--- src/rtl/msi_frame_pkg.sv ---
package msi_frame_pkg;

  localparam int unsigned FRAME_AW   = 12;
  localparam int unsigned BUS_DW     = 32;
  localparam int unsigned SIZE_W     = 3;
  localparam int unsigned IRQ_NUM_W  = 10;
  localparam int unsigned LINE_LIMIT = 128;
  localparam int unsigned ID_CEILING = 1020;
  localparam int unsigned SHARED_OFS = 32;

  localparam logic [FRAME_AW-1:0] OFS_TYPE     = 12'h008;
  localparam logic [FRAME_AW-1:0] OFS_DOORBELL = 12'h040;
  localparam logic [FRAME_AW-1:0] OFS_IFACE_ID = 12'hFCC;
  localparam logic [FRAME_AW-1:0] OFS_IDBLK_LO = 12'hFD0;
  localparam logic [FRAME_AW-1:0] OFS_IDBLK_HI = 12'hFFC;

  localparam logic [7:0] PRODUCT_CODE = 8'h51;
  localparam int unsigned PRODUCT_LSB = 20;

  typedef enum logic [2:0] {
    RGN_NONE,
    RGN_TYPE,
    RGN_DOORBELL,
    RGN_IFACE_ID,
    RGN_IDBLK
  } region_e;

  function automatic logic [BUS_DW-1:0] iface_id_value();
    logic [BUS_DW-1:0] v;
    v = '0;
    v[PRODUCT_LSB +: 8] = PRODUCT_CODE;
    return v;
  endfunction

endpackage

--- src/rtl/msi_frame_decode.sv ---
module msi_frame_decode
  import msi_frame_pkg::*;
(
  input  logic [FRAME_AW-1:0] addr,
  output region_e             region
);

  always_comb begin
    if (addr == OFS_TYPE) begin
      region = RGN_TYPE;
    end else if (addr == OFS_DOORBELL) begin
      region = RGN_DOORBELL;
    end else if (addr == OFS_IFACE_ID) begin
      region = RGN_IFACE_ID;
    end else if (addr >= OFS_IDBLK_LO && addr <= OFS_IDBLK_HI) begin
      region = RGN_IDBLK;
    end else begin
      region = RGN_NONE;
    end
  end

endmodule

--- src/rtl/msi_frame_readmux.sv ---
module msi_frame_readmux
  import msi_frame_pkg::*;
#(
  parameter int unsigned SPI_BASE  = 0,
  parameter int unsigned SPI_COUNT = 64
) (
  input  logic              clk,
  input  logic              rst_n,
  input  logic              rd_req,
  input  logic              rd_size_ok,
  input  region_e           region,
  output logic [BUS_DW-1:0] rdata
);

  localparam int unsigned FIRST_ID = SPI_BASE + SHARED_OFS;
  localparam logic [BUS_DW-1:0] TYPE_WORD =
    {16'(FIRST_ID), 16'(SPI_COUNT)};
  localparam logic [BUS_DW-1:0] IFACE_WORD = iface_id_value();

  logic [BUS_DW-1:0] rd_value;

  always_comb begin
    unique case (region)
      RGN_TYPE:     rd_value = TYPE_WORD;
      RGN_IFACE_ID: rd_value = IFACE_WORD;
      default:      rd_value = '0;
    endcase
  end

  always_ff @(posedge clk) begin
    if (!rst_n) begin
      rdata <= '0;
    end else if (rd_req && rd_size_ok) begin
      rdata <= rd_value;
    end else begin
      rdata <= '0;
    end
  end

endmodule

--- src/rtl/msi_frame_doorbell.sv ---
module msi_frame_doorbell
  import msi_frame_pkg::*;
#(
  parameter int unsigned SPI_BASE  = 0,
  parameter int unsigned SPI_COUNT = 64
) (
  input  logic                 clk,
  input  logic                 rst_n,
  input  logic                 ring,
  input  logic [IRQ_NUM_W-1:0] irq_num,
  output logic [SPI_COUNT-1:0] pulse
);

  localparam int unsigned FIRST_ID = SPI_BASE + SHARED_OFS;
  localparam int unsigned END_ID   = FIRST_ID + SPI_COUNT;
  localparam logic [IRQ_NUM_W:0] FIRST_EXT = (IRQ_NUM_W+1)'(FIRST_ID);
  localparam logic [IRQ_NUM_W:0] END_EXT   = (IRQ_NUM_W+1)'(END_ID);

  logic [IRQ_NUM_W:0]   num_ext;
  logic                 in_window;
  logic                 hit;
  logic [IRQ_NUM_W-1:0] line_ofs;

  assign num_ext   = {1'b0, irq_num};
  assign in_window = (num_ext >= FIRST_EXT) && (num_ext < END_EXT);
  assign hit       = ring && in_window;
  assign line_ofs  = irq_num - FIRST_EXT[IRQ_NUM_W-1:0];

  for (genvar i = 0; i < SPI_COUNT; i++) begin : g_line
    always_ff @(posedge clk) begin
      if (!rst_n) begin
        pulse[i] <= 1'b0;
      end else begin
        pulse[i] <= hit && (line_ofs == IRQ_NUM_W'(i));
      end
    end
  end

endmodule

--- src/rtl/msi_doorbell_frame.sv ---
module msi_doorbell_frame
  import msi_frame_pkg::*;
#(
  parameter int unsigned SPI_BASE  = 0,
  parameter int unsigned SPI_COUNT = 64
) (
  input  logic                 clk,
  input  logic                 rst_n,
  input  logic [11:0]          bus_addr,
  input  logic                 bus_wr,
  input  logic [31:0]          bus_wdata,
  input  logic [2:0]           bus_size,
  input  logic                 bus_rd,
  output logic [31:0]          bus_rdata,
  output logic [SPI_COUNT-1:0] irq_pulse
);

  localparam int unsigned END_ID = SPI_BASE + SHARED_OFS + SPI_COUNT;

  // legality of the configured window
  if (SPI_COUNT == 0 || SPI_COUNT > LINE_LIMIT) begin : g_bad_count
    $error("SPI_COUNT %0d outside 1..%0d", SPI_COUNT, LINE_LIMIT);
  end
  if (END_ID > ID_CEILING) begin : g_bad_window
    $error("interrupt window end %0d exceeds %0d", END_ID, ID_CEILING);
  end

  region_e region;
  logic    wr_size_ok;
  logic    rd_size_ok;
  logic    ring;
  logic    unused_wdata_hi;

  assign wr_size_ok      = (bus_size == 3'd2) || (bus_size == 3'd4);
  assign rd_size_ok      = (bus_size == 3'd4);
  assign ring            = bus_wr && wr_size_ok && (region == RGN_DOORBELL);
  assign unused_wdata_hi = ^bus_wdata[31:IRQ_NUM_W];

  msi_frame_decode u_decode (
    .addr   (bus_addr),
    .region (region)
  );

  msi_frame_readmux #(
    .SPI_BASE  (SPI_BASE),
    .SPI_COUNT (SPI_COUNT)
  ) u_readmux (
    .clk        (clk),
    .rst_n      (rst_n),
    .rd_req     (bus_rd),
    .rd_size_ok (rd_size_ok),
    .region     (region),
    .rdata      (bus_rdata)
  );

  msi_frame_doorbell #(
    .SPI_BASE  (SPI_BASE),
    .SPI_COUNT (SPI_COUNT)
  ) u_doorbell (
    .clk     (clk),
    .rst_n   (rst_n),
    .ring    (ring),
    .irq_num (bus_wdata[IRQ_NUM_W-1:0]),
    .pulse   (irq_pulse)
  );

endmodule

--- config.mk ---
export PLATFORM = sky130hd
export DESIGN_NAME = msi_doorbell_frame
export DESIGN_NICKNAME = d
export VERILOG_FILES = /design/src/rtl/msi_frame_pkg.sv /design/src/rtl/msi_frame_decode.sv /design/src/rtl/msi_frame_readmux.sv /design/src/rtl/msi_frame_doorbell.sv /design/src/rtl/msi_doorbell_frame.sv
export SDC_FILE = /design/constraint.sdc
export NUM_CORES = 1
export LEC_CHECK = 0
export BUFFER_PORTS_ARGS = -buffer_cell sky130_fd_sc_hd__buf_2
export CORE_ASPECT_RATIO = 1.2
export CORE_MARGIN = 2
export CORE_UTILIZATION = 46
export CTS_CLUSTER_DIAMETER = 50
export DETAILED_ROUTE_END_ITERATION = 6
export HOLD_SLACK_MARGIN = 0.1
export MAX_ROUTING_LAYER = met4
export PLACE_DENSITY = 0.95
export SYNTH_ARGS = -nofsm -noshare
export SYNTH_HDL_FRONTEND = slang
export SYNTH_HIERARCHICAL = 1
export SYNTH_SLANG_ARGS = --single-unit
--- constraint.sdc ---
create_clock -name clk -period 3.6 [get_ports clk]
set_input_delay 0.54 -clock clk [delete_from_list [all_inputs] [get_ports clk]]
set_output_delay 0.54 -clock clk [all_outputs]
set_load 0.02 [all_outputs]
## After elaboration in Yosys (flattened, before gate mapping)

Index checks and enable logic that the tools add are counted.

- Reduce and logical (&&, ||, !) cells: 73
- Order comparisons: 4
- Equality and inequality tests: 71
- Multiplexer cells: 5
- Add/sub/neg operators: 1

Operators with widths:

| operator | number |
|---|---|
| 10-bit by 6-bit == test with 1-bit output (second input constant) | 32 |
| 10-bit by 5-bit == test with 1-bit output (second input constant) | 16 |
| 10-bit by 4-bit == test with 1-bit output (second input constant) | 8 |
| 1-bit logical AND | 70 |
| 27-bit one-hot mux with 2 select lines | 1 |
| 10-bit by 3-bit == test with 1-bit output (second input constant) | 4 |
| 10-bit by 2-bit == test with 1-bit output (second input constant) | 2 |
| 12-bit == test (second input constant) | 1 |
| 12-bit by 4-bit == test with 1-bit output (second input constant) | 1 |
| 12-bit by 7-bit == test with 1-bit output (second input constant) | 1 |
| 12-bit >= comparator (second input constant) | 1 |
| 12-bit <= comparator (second input constant) | 1 |
| 3-bit two-way mux | 4 |
| 10-bit by 1-bit == test with 1-bit output (second input constant) | 1 |
| 10-bit by 6-bit >= comparator with 1-bit output (second input constant) | 1 |
| 10-bit logical NOT | 1 |
| 10-bit by 7-bit < comparator with 1-bit output (second input constant) | 1 |
| 10-bit by 6-bit subtractor with 10-bit output (second input constant) | 1 |
| 3-bit by 2-bit == test with 1-bit output (second input constant) | 3 |
| 3-bit by 1-bit == test with 1-bit output (second input constant) | 1 |
| 3-bit == test (second input constant) | 1 |
| 2-bit AND reduction | 1 |
| 1-bit logical OR | 1 |

- Flip-flop bits (word level): 96
- Logic and storage cells: 219

## Logic depth before layout (Yosys ltp)

- Depth after elaboration: 10
- Gate-level depth with buffers: 9
- Depth with buffers taken out: 8

## Hierarchy

Netlist, hierarchy kept.

Modules (own cells, without submodules):

| module | area each (um2) | seq. area each (um2) | cells an instance | times used |
|---|---|---|---|---|
| msi_frame_doorbell | 1948.1 | 1281.2 | 172 | 1 |
| msi_frame_readmux | 292.8 | 40.0 | 36 | 1 |
| msi_frame_decode | 96.3 | 0.0 | 16 | 1 |
| msi_doorbell_frame | 48.8 | 0.0 | 4 | 1 |

## Worst setup path after synthesis

Ideal clock, no wire load.

- Path kind: input to register
- Start point: input port bus_addr[7]
- End point: register u_doorbell.pulse[44]
- Path buffers: 1
- Stages: 9
- Setup slack: 1.106 ns
- Data arrival time: 2.416 ns
- Setup time: 0.078 ns
- Path through: nor4_2 nand4b_1 a21oi_1 nand3b_4 nor4_2 nor4b_2 nand2_1 buf_2 nor3_1

RTL lines:

| element | line | source |
|---|---|---|
| start, declared | msi_doorbell_frame.sv:9 | `input logic [11:0] bus_addr,` |
| 12-bit == test | msi_frame_decode.sv:13 | `end else if (addr == OFS_IFACE_ID) begin` |
| 3-bit two-way mux | msi_frame_decode.sv:13 |  |
| 3-bit two-way mux | msi_frame_decode.sv:11 | `end else if (addr == OFS_DOORBELL) begin` |
| 3-bit two-way mux * | msi_frame_decode.sv:9 | `if (addr == OFS_TYPE) begin` |
| via region[1] | msi_doorbell_frame.sv:28 | `region_e region;` |
| 3-bit by 2-bit == test with 1-bit output * | msi_doorbell_frame.sv:36 | `assign ring = bus_wr && wr_size_ok && (region == RGN_DOORBELL);` |
| 1-bit logical AND * | msi_doorbell_frame.sv:36 |  |
| via ring | msi_doorbell_frame.sv:31 | `logic ring;` |
| 1-bit logical AND * | msi_frame_doorbell.sv:26 | `assign hit = ring && in_window;` |
| 1-bit logical AND * | msi_frame_doorbell.sv:34 | `pulse[i] <= hit && (line_ofs == IRQ_NUM_W'(i));` |
| end signal, assigned by index | msi_frame_doorbell.sv:34 |  |
| end, declared | msi_frame_doorbell.sv:11 | `output logic [SPI_COUNT-1:0] pulse` |

Mark *: on every way through the listed nets, which the timed path passes. The rest lies on a longest branch.
A chain may end at the register's enable or synchronous reset.

## Worst setup path after layout

- Start point: input port bus_addr[7]
- End point: register u_doorbell.pulse[40]

The elaborated chain is that of the path after synthesis.

==> run metrics <==
router iterations before antenna repair=5; Antenna Nets Post-Route=0; crit path DAT=approximately 3000 ps; Relative slew margins=approximately three fifths; pre-CTS setup slack=about 590 ps; status=complete, no violations; sequential area share after synthesis=55.4%; post-route setup TNS=0 ps; CP required=roughly 3900 ps; share of layout cells above drive strength 1=about two fifths; mapped cell area=between 0.002 and 0.0025 mm²; RSZ-0062 raised after global routing=false; die area=0.00578 mm²; sequential power share=a little under half; max_cap viols=0; Synthesis Warnings=6; Unique masters post-synth=32; CTS tree=built; DP HPWL=3630 µm; #FFs+latches synth=66; WL/cell=between 10 and 15 µm; cell family with most CP delay=simple AND/OR/NAND/NOR gates; Worst Setup SP=bus_addr[7]; DR iter-0 viols=129; static leakage=1.39 nW; CP Capture Point=u_doorbell/pulse[40]$_SDFF_PN0_; DP Area=roughly 0.0028 mm²; Num CTS Buffers=9; die width=69.7 µm; final wirelength=approximately 5100 µm; CP cell instances=buf_2, nor4_2, nand4b_1, a21oi_1, nand3b_4, nor4_2, nor4b_2, nand2_1, nor3_1; internal power=between 0.001 and 0.0015 W; share of the synthesized area in the top cell type=55.4%; die boundary height=~83 µm; Syn Inst Count=between 200 and 250; Pwr Total=~0.0016 W; largest net degree at the start of global routing=17; Clk pin slew, worst setup/hold paths=80 ps; Slew Viols, Final=0; hold_buf cts=0; Via Count=approximately 1800; design area=between 0.003 and 0.004 mm²; Yosys top cell by area=dfxtp_1; CP dominant cell by count=nor4_2; clk buf depth=2; PnR worst setup slack=just over 900 ps; Setup CP Type=input port to flip-flop; Area Overhead vs Synth=25.8%; Antenna diodes=0; crit path max fanout=12; GRT Overall Usage=about a fifth; first-pass GRT wire length=between 8000 and 9000 µm; Max Clk Rate=approximately 0.37 GHz; Final nets=373; synth top area cells=dfxtp_1 55%, buf_4 9.4%, nor3_1 9.2%; CP max stage cell=nor4_2; starting density of the core=between 40% and 50%; IO Count=about 150; Post-CTS Setup Inserts=0; Core ar.=between 0.004 and 0.005 mm²; net switching power=0.000351 W; row count=28; Synth async-reset ratio=0%; power share of the combinational group=~5.7%; number of global-route vias before repair=between 1500 and 2000; Finished Core Util=60.3%; Slew @ Worst Pin=578 ps; CP Depth=9; DRC viols=0; clock share of power=~48%; Via density=4.78; gp weighted congestion=0.781; final hold vios=0; CP Buf/Inv Count=1; syn avg cell area=~10 µm²; H-Tree Depth=3; Critical Path Start Type=input port; Post-synth EDFFs=0; crit path time final=around 2700 ps; crit share post-route=around three quarters; Setup Viol. Count Final=0; VDD IR max=0.000312 V; post-CTS sizing=0; P per Cell Area=523 mW/mm²; min-delay worst type=input port to flip-flop; IO buf count=just under 100; grt total ovfl=0; Main synth FF type=dfxtp_1; Switching Share=22.4%; CP peak stage delay=approximately 440 ps; Setup crit end kind=flip-flop; Clock Sinks=66; root buffer cell=clkbuf_8; initial antenna violation count=0
-- how the worst min path moves through the flow --
stage	start	to	slack, ps	cells after the start
floorplan	bus_wdata[3]	u_doorbell/pulse[58]$_SDFF_PN0_	710	2
CTS	bus_rd	u_readmux/rdata[21]$_SDFF_PN0_	510	3
finish	bus_rd	u_readmux/rdata[24]$_SDFF_PN0_	540	3
global placement	bus_rd	u_readmux/rdata[21]$_SDFF_PN0_	850	3
global route	bus_rd	u_readmux/rdata[21]$_SDFF_PN0_	520	3
detailed placement	bus_rd	u_readmux/rdata[21]$_SDFF_PN0_	870	3
-- synthesized netlist by cell type, types with 2 or more instances --
cell type and instances:
dfxtp_1 66, nor3_1 44, buf_4 30, nor2_1 19, nor4_1 8, nand2_1 7, nand4_1 6, clkbuf_1 5
buf_2 4, buf_6 3, inv_1 3, nand3_1 3, nand3b_1 3, nor2b_1 3, a21oi_1 2, and4_1 2
nand4_4 2, nand4b_1 2, nor3_2 2, nor4_2 2
-- power groups by stage --
stage / combinational (W) / sequential (W) / clock (W)
floorplan: 0.0000837 / 0.000746 / 0
global placement: 0.0000862 / 0.000746 / 0
detailed placement: 0.0000885 / 0.000746 / 0
CTS: 0.0000887 / 0.000730 / 0.000758
global route: 0.0000978 / 0.000729 / 0.000799
finish: 0.0000894 / 0.000730 / 0.000750
-- through the flow --
step | instances | hold WS, ps
finish | 386 | 539
detailed placement | 370 | 872
global route | 386 | 522
floorplan | 254 | 708
global placement | 370 | 855
CTS | 386 | 511
-- flip-flops by register name, indices dropped and copies added, names as in the netlist --
| register | cells |
|---|---|
| u_readmux/rdata | 2 |
| u_doorbell/pulse | 64 |
-- cells by family (layout without fill, tap and decap cells) --
group | Yosys count | count (layout) | synth area share, %
AO/OA/AOI/OAI | 2 | 2 | 0.420
XOR/XNOR | 2 | 2 | 1.52
adder cells (fa/ha/maj) | 1 | 1 | 0.524
buffers and inverters | 45 | 117 | 13.0
flip-flops | 66 | 66 | 55.4
other | 1 | 27 | 0.157
AND/OR/NAND/NOR | 111 | 111 | 29.1
-- cells in the final DEF (no fill, tap or decap), drive strengths merged, types with 3 or more instances in the layout --
cell type,n
buf,98
dfxtp,66
nor3,46
conb,27
nor2,19
nor4,10
clkbuf,9
nand4,8
nand2,7
inv,5
nand3,4
nand3b,4
bufinv,3
nor2b,3
nand4b,3
-- cell type report --
| class | instances | area [µm²] |
|---|---|---|
| clock buffer | 9 | 124 |
| clock inverter | 7 | 124 |
| fill | 422 | 1970 |
| inverter | 3 | 11.3 |
| multi-input combinational | 143 | 853 |
| sequential | 66 | 1320 |
| tap | 60 | 75.1 |
| timing repair buffer | 98 | 493 |
-- layer usage --
| metal | up-vias | track usage, % | share of wire, % | routed length (µm) |
|---|---|---|---|---|
| li1 | 915 | - | - | - |
| met1 | 822 | 20.2 | 41 | 2080 |
| met2 | 102 | 31.6 | 50 | 2540 |
| met3 | 8 | 5.46 | 8.2 | 418 |
| met4 | 0 | 8.39 | 1.7 | 85 |
| met5 | - | - | 0 | 0 |
Power figures use the tool's default switching activity.
